File: src/rtl/mac_pkg.sv
package mac_pkg;
   typedef enum logic [1:0] {
      MS_IDLE  = 2'd0,
      MS_RUN   = 2'd1,
      MS_FAULT = 2'd2
   } mac_state_e;
endpackage

File: src/rtl/mac_reg_check.sv
module mac_reg_check #(
   parameter int IDX_W  = 4,
   parameter int PC_IDX = 15
) (
   input  logic             long_op,
   input  logic [IDX_W-1:0] dst_idx,
   input  logic [IDX_W-1:0] dst_lo_idx,
   input  logic [IDX_W-1:0] acc_idx,
   input  logic [IDX_W-1:0] mul_a_idx,
   input  logic [IDX_W-1:0] mul_b_idx,
   output logic             bad
);
   localparam logic [IDX_W-1:0] PC_CODE = IDX_W'(PC_IDX);

   logic uses_pc;
   logic overlap;

   always_comb begin
      uses_pc = (dst_idx == PC_CODE) || (acc_idx == PC_CODE) ||
                (mul_a_idx == PC_CODE) || (mul_b_idx == PC_CODE) ||
                (long_op && (dst_lo_idx == PC_CODE));
      overlap = !long_op && (dst_idx == mul_a_idx);
      bad     = uses_pc || overlap;
   end
endmodule

File: src/rtl/mac_array_cycles.sv
module mac_array_cycles #(
   parameter int DATA_W  = 32,
   parameter int GROUP_W = 8,
   parameter int CNT_W   = 3
) (
   input  logic [DATA_W-1:0] op_b,
   output logic [CNT_W-1:0]  passes
);
   localparam int GROUPS = DATA_W / GROUP_W;

   // fits[k]: bits above k*GROUP_W are pure sign extension
   logic [GROUPS-1:0] fits;

   assign fits[0] = 1'b0;
   genvar k;
   generate
      for (k = 1; k < GROUPS; k++) begin : g_fit
         assign fits[k] = (&op_b[DATA_W-1:k*GROUP_W]) | ~(|op_b[DATA_W-1:k*GROUP_W]);
      end
   endgenerate

   always_comb begin
      passes = CNT_W'(GROUPS);
      for (int i = GROUPS - 1; i >= 1; i--) begin
         if (fits[i]) passes = CNT_W'(i);
      end
   end
endmodule

File: src/rtl/mac_datapath.sv
module mac_datapath #(
   parameter int DATA_W = 32
) (
   input  logic              long_op,
   input  logic              signed_op,
   input  logic              acc_op,
   input  logic [DATA_W-1:0] op_a,
   input  logic [DATA_W-1:0] op_b,
   input  logic [DATA_W-1:0] acc_lo,
   input  logic [DATA_W-1:0] acc_hi,
   output logic [DATA_W-1:0] sum_lo,
   output logic [DATA_W-1:0] sum_hi,
   output logic              neg,
   output logic              zero
);
   localparam int WIDE_W = 2 * DATA_W;

   logic              ext_a;
   logic              ext_b;
   logic [WIDE_W-1:0] a_x;
   logic [WIDE_W-1:0] b_x;
   logic [WIDE_W-1:0] prod;
   logic [WIDE_W-1:0] acc_wide;
   logic [WIDE_W-1:0] wide_sum;
   logic [DATA_W-1:0] narrow_sum;

   // Sign-extending to the full width makes a modulo-2^(2W) product exact
   assign ext_a = signed_op & op_a[DATA_W-1];
   assign ext_b = signed_op & op_b[DATA_W-1];
   assign a_x   = {{DATA_W{ext_a}}, op_a};
   assign b_x   = {{DATA_W{ext_b}}, op_b};
   assign prod  = a_x * b_x;

   assign acc_wide   = acc_op ? {acc_hi, acc_lo} : '0;
   assign wide_sum   = prod + acc_wide;
   assign narrow_sum = prod[DATA_W-1:0] + (acc_op ? acc_lo : '0);

   always_comb begin
      if (long_op) begin
         sum_lo = wide_sum[DATA_W-1:0];
         sum_hi = wide_sum[WIDE_W-1:DATA_W];
         neg    = wide_sum[WIDE_W-1];
         zero   = (wide_sum == '0);
      end else begin
         sum_lo = narrow_sum;
         sum_hi = '0;
         neg    = narrow_sum[DATA_W-1];
         zero   = (narrow_sum == '0);
      end
   end
endmodule

File: src/rtl/mac_exec_unit.sv
module mac_exec_unit #(
   parameter int DATA_W  = 32,
   parameter int IDX_W   = 4,
   parameter int PC_IDX  = 15,
   parameter int GROUP_W = 8
) (
   input  logic              clk,
   input  logic              rst_n,
   input  logic              start,
   input  logic              long_op,
   input  logic              signed_op,
   input  logic              acc_op,
   input  logic              setf_op,
   input  logic [IDX_W-1:0]  dst_idx,
   input  logic [IDX_W-1:0]  dst_lo_idx,
   input  logic [IDX_W-1:0]  acc_idx,
   input  logic [IDX_W-1:0]  mul_a_idx,
   input  logic [IDX_W-1:0]  mul_b_idx,
   input  logic [DATA_W-1:0] op_a,
   input  logic [DATA_W-1:0] op_b,
   input  logic [DATA_W-1:0] acc_lo,
   input  logic [DATA_W-1:0] acc_hi,
   output logic              busy,
   output logic              done,
   output logic              illegal,
   output logic [DATA_W-1:0] res_lo,
   output logic [DATA_W-1:0] res_hi,
   output logic              flag_n,
   output logic              flag_z,
   output logic              flag_n_we,
   output logic              flag_z_we
);
   import mac_pkg::*;

   localparam int GROUPS = DATA_W / GROUP_W;
   localparam int CNT_W  = $clog2(GROUPS + 1);
   localparam int LAT_W  = $clog2(GROUPS + 3);

   generate
      if ((DATA_W % GROUP_W) != 0) begin : g_bad_group
         $error("DATA_W must be a multiple of GROUP_W");
      end
      if (GROUPS < 2) begin : g_bad_groups
         $error("at least two byte groups are required");
      end
      if (PC_IDX >= (1 << IDX_W)) begin : g_bad_pc
         $error("PC_IDX does not fit in IDX_W bits");
      end
   endgenerate

   logic              bad_c;
   logic [CNT_W-1:0]  passes_c;
   logic [DATA_W-1:0] sum_lo_c;
   logic [DATA_W-1:0] sum_hi_c;
   logic              neg_c;
   logic              zero_c;
   logic [LAT_W-1:0]  lat_c;

   mac_reg_check #(.IDX_W(IDX_W), .PC_IDX(PC_IDX)) u_regchk (
      .long_op    (long_op),
      .dst_idx    (dst_idx),
      .dst_lo_idx (dst_lo_idx),
      .acc_idx    (acc_idx),
      .mul_a_idx  (mul_a_idx),
      .mul_b_idx  (mul_b_idx),
      .bad        (bad_c)
   );

   mac_array_cycles #(.DATA_W(DATA_W), .GROUP_W(GROUP_W), .CNT_W(CNT_W)) u_arr (
      .op_b   (op_b),
      .passes (passes_c)
   );

   mac_datapath #(.DATA_W(DATA_W)) u_dp (
      .long_op   (long_op),
      .signed_op (signed_op),
      .acc_op    (acc_op),
      .op_a      (op_a),
      .op_b      (op_b),
      .acc_lo    (acc_lo),
      .acc_hi    (acc_hi),
      .sum_lo    (sum_lo_c),
      .sum_hi    (sum_hi_c),
      .neg       (neg_c),
      .zero      (zero_c)
   );

   assign lat_c = LAT_W'(passes_c) + LAT_W'(long_op) + LAT_W'(acc_op);

   mac_state_e       state_q;
   logic [LAT_W-1:0] left_q;
   logic             setf_q;
   logic             take;

   assign take = start && (state_q == MS_IDLE);

   always_ff @(posedge clk or negedge rst_n) begin
      if (!rst_n) begin
         state_q <= MS_IDLE;
         left_q  <= '0;
         setf_q  <= 1'b0;
         res_lo  <= '0;
         res_hi  <= '0;
         flag_n  <= 1'b0;
         flag_z  <= 1'b0;
      end else begin
         unique case (state_q)
            MS_IDLE: begin
               if (take) begin
                  setf_q <= setf_op;
                  if (bad_c) begin
                     state_q <= MS_FAULT;
                     left_q  <= '0;
                  end else begin
                     state_q <= MS_RUN;
                     left_q  <= lat_c - LAT_W'(1);
                     res_lo  <= sum_lo_c;
                     res_hi  <= sum_hi_c;
                     flag_n  <= neg_c;
                     flag_z  <= zero_c;
                  end
               end
            end
            MS_RUN: begin
               if (left_q == '0) state_q <= MS_IDLE;
               else              left_q  <= left_q - LAT_W'(1);
            end
            MS_FAULT: state_q <= MS_IDLE;
            default:  state_q <= MS_IDLE;
         endcase
      end
   end

   assign busy      = (state_q != MS_IDLE);
   assign illegal   = (state_q == MS_FAULT);
   assign done      = illegal || ((state_q == MS_RUN) && (left_q == '0));
   assign flag_n_we = done && !illegal && setf_q;
   assign flag_z_we = flag_n_we;
endmodule

File: config.mk
export PLATFORM = sky130hd
export DESIGN_NAME = mac_exec_unit
export DESIGN_NICKNAME = d
export VERILOG_FILES = /design/src/rtl/mac_pkg.sv /design/src/rtl/mac_reg_check.sv /design/src/rtl/mac_array_cycles.sv /design/src/rtl/mac_datapath.sv /design/src/rtl/mac_exec_unit.sv
export SDC_FILE = /design/constraint.sdc
export NUM_CORES = 2
export LEC_CHECK = 0
export BUFFER_PORTS_ARGS = -buffer_cell sky130_fd_sc_hd__buf_2
export CAP_MARGIN = 20
export CORE_AREA = 2 2 228 455
export CTS_CLUSTER_DIAMETER = 50
export DETAILED_ROUTE_END_ITERATION = 12
export DIE_AREA = 0 0 230 457
export GPL_ROUTABILITY_DRIVEN = 0
export SLEW_MARGIN = 20
export SYNTH_ARGS = -nofsm -noshare
export SYNTH_HDL_FRONTEND = slang
export SYNTH_SLANG_ARGS = --single-unit
export TNS_END_PERCENT = 10
File: constraint.sdc
create_clock -name clk -period 4.5 [get_ports clk]
set_input_delay 0.225 -clock clk [delete_from_list [all_inputs] [get_ports clk]]
set_output_delay 0.225 -clock clk [all_outputs]
set_load 0.05 [all_outputs]
==> results.py <==
metrics = {
    "status": {
        "outcome": "finished, violations left",
        "violations": "setup timing",
    },
    "final_layout": {
        "fin_nets": 7412,
        "synthToLayoutAreaGrowth_pct": 21.9,
        "seq_area_um2": 1800,
        "multi_input_area_um2": 39300,
        "fill_cells": 9358,
        "final_util_pct": 54.3,
        "layout-drive-gt1-share_pct": 22.5,
    },
    "critical_path": {
        "worstPathRequired_ns": 4.77,
        "crit_start": "op_a[28]",
        "arrival_ns": 10.12,
        "cp-start-kind": "input port",
        "path_max_fanout": 6,
        "cp-end-kind": "flop",
        "slowest_delay_ns": 0.56,
        "critPathKind": "in2reg",
        "worst_path_most_repeated_cell": "fa_1",
        "critPathSlowestCell": "fa_1",
        "r2r-start": "state_q[1]",
    },
    "clock_network": {
        "numCtsBuffers": 9,
        "cts_tree": "built",
        "cts_hold_buf": 0,
        "cts_root_buf": "clkbuf_16",
        "htreeDepth": 3,
        "clk_latency_ns": 0.33,
        "clock_sinks": 72,
        "clk_pin_slew_worst_paths_ns": 0.06,
        "cts_buffer_depth": 2,
    },
    "logic_synthesis": {
        "synth_edf_count": 0,
        "post-synth-top-area-cell": "fa_1",
        "netlist_area_um2": 45400,
        "ys.flop_type": "dfrtp_1",
        "ys_seq_area_share_pct": 3.97,
        "synth.distinct_cells": 94,
        "synth_nets": 6633,
        "yosysMostFrequentCell": "fa_1",
        "syn_avg_cell_area_um2": 8.95,
        "synthArstFlopShare_pct": 100,
        "synth_cells": 5070,
        "synthTopCellsByCount": "fa_1, inv_1, nand2_1",
        "ys_warn_count": 0,
        "yosys.area.top_type_share_pct": 49.7,
        "ys_ff_latch": 72,
        "synth.area.top_cells": "fa_1, inv_1, ha_1, nand2_1, and2_1",
    },
    "routing": {
        "avgRoutedWirePerCell_um": 20.0,
        "drc": 0,
        "routed-via-count": 38000,
        "wl_um": 144000,
        "drt-pass1-iter-count": 6,
        "ant_nets": 0,
        "avgViaCountPerCell": 5.27,
        "drt_iter0_drc": 2201,
    },
    "sta": {
        "period_needed_ns": 9.85,
        "worst_clock_skew_ns": 0.00832,
        "max_freq_mhz": 102,
        "timing.final.crit_share_pct": 219,
        "fin_tns_setup_ns": -227.91,
        "grt_setup_unrepaired": "yes",
        "fin_ws_ns": -5.35,
        "setup_viol": 60,
        "hold_viol": 0,
        "whs_ns": 0.0547,
        "relSlewSlack_pct": 36.1,
        "slew_viol_final": 0,
        "max_slew.worst_pin.slew_ns": 0.958,
    },
    "grt": {
        "grt.total_usage_pct": 28.2,
        "grt_pass1_wl_um": 232000,
        "grt_remaining_overflow": 0,
        "antenna_found_initial": 15,
        "grt_max_degree": 81,
        "grt_pass1_vias": 42000,
    },
    "min_path": {
        "hold_class": "in2async",
    },
    "floorplan": {
        "row_count": 166,
        "dieArea_um2": 105000,
        "pin_count": 226,
        "die_x_um": 230,
        "core_um2": 102000,
        "initial_core_util_pct": 44.6,
        "die_y_um": 457,
    },
    "placement": {
        "port_buffers": 225,
        "hpwl_um": 126000,
    },
    "flow_run": {
        "drv_cap": 0,
    },
}
through the flow:
stage                     setup slack, ns  instance area (um2)  cells
after floorplan                     -5.20                45900   5070
after global placement              -6.00                53400   7142
after detailed placement            -6.06                53400   7142
after CTS                           -5.29                54800   7188
after global routing                -5.72                55300   7198
final                               -5.35                55300   7202
registers in the layout, summed over array words and instances, names as in the netlist:
name / cells
flag_n: 1
flag_z: 1
state_q: 2
res_hi: 32
left_q: 3
setf_q: 1
res_lo: 32
cell families (layout without fill, tap and decap cells):
logic type      count (synthesis)  count (layout)  share of synthesized area, %
xor+xnor                      129             129                          2.52
other cells                     0               4                             0
mux                            14              14                         0.345
flops                          72              72                          3.97
simple gates                 1544            1544                          16.5
fa+ha+maj                    1408            1408                          57.5
buf+inv                      1394            2178                          11.7
compound gates                509             509                          7.56
critical path, delay by kind of cell:
family / cells / cell delay [ns]
AO/OA/AOI/OAI: 11 / 2.53
XOR/XNOR: 2 / 0.27
adder cells (fa/ha/maj): 10 / 4.63
buffers and inverters: 8 / 0.54
AND/OR/NAND/NOR: 9 / 1.90
cell type report:
class	count	share of cell area, %
multi-input combinational	3604	71.0
clock buffer	11	0.421
tap	1344	3.04
inverter	1117	7.58
sequential	72	3.26
clock inverter	5	0.147
timing repair buffer	1045	14.5
antenna	4	0.0181
path summary, 6_finish.rpt:
path	end	slack [ns]	cells after the start
hold reg to reg	res_hi[19]	0.48	2
setup reg to reg	flag_z	1.47	15
min in group clk	setf_q	0.14	2
max in group asynchronous	res_lo[29]	3.83	1
setup / recovery	flag_z	-5.35	40
hold / removal	left_q[1]	0.05	1
cells in the final DEF (no fill, tap or decap), types with 12 or more instances in the layout:
cell and count:
a211oi_1 13, a21o_1 78, a21oi_1 111, a21oi_2 25, a22o_1 15, a31oi_1 14, and2_1 434, and3_1 38
buf_12 20, buf_2 182, buf_4 774, buf_6 52, dfrtp_1 72, fa_1 1109, fa_2 18, ha_1 265
ha_4 12, inv_1 1098, inv_2 19, mux2_2 13, nand2_1 782, nand2b_1 15, nand3_1 30, nand4_1 39
nor2_1 72, nor2b_1 15, o21a_1 19, o21ai_0 76, o21ai_1 14, o21bai_1 30, or2_2 18, xnor2_1 80
xnor2_2 13, xor2_1 27
repair_timing:
item                                    CTS  global route
endpoints found under the setup margin   60            60
gates cloned                              2             1
pin swaps                               119            47
resized for setup                       228            94
setup buffers                            29             9
routing by layer:
layer | global-route usage [%] | vias up | part of all wire [%] | routed length [um]
li1 | - | 16700 | - | -
met1 | 35.2 | 19600 | 38 | 55400
met2 | 48.0 | 1322 | 50 | 71500
met3 | 4.44 | 365 | 6.4 | 9230
met4 | 12.3 | 18 | 5.4 | 7840
met5 | 0 | - | 0.083 | 119
Power is not shown: default switching activity piles up to over one toggle a cycle in this logic, so the estimate is an artifact.
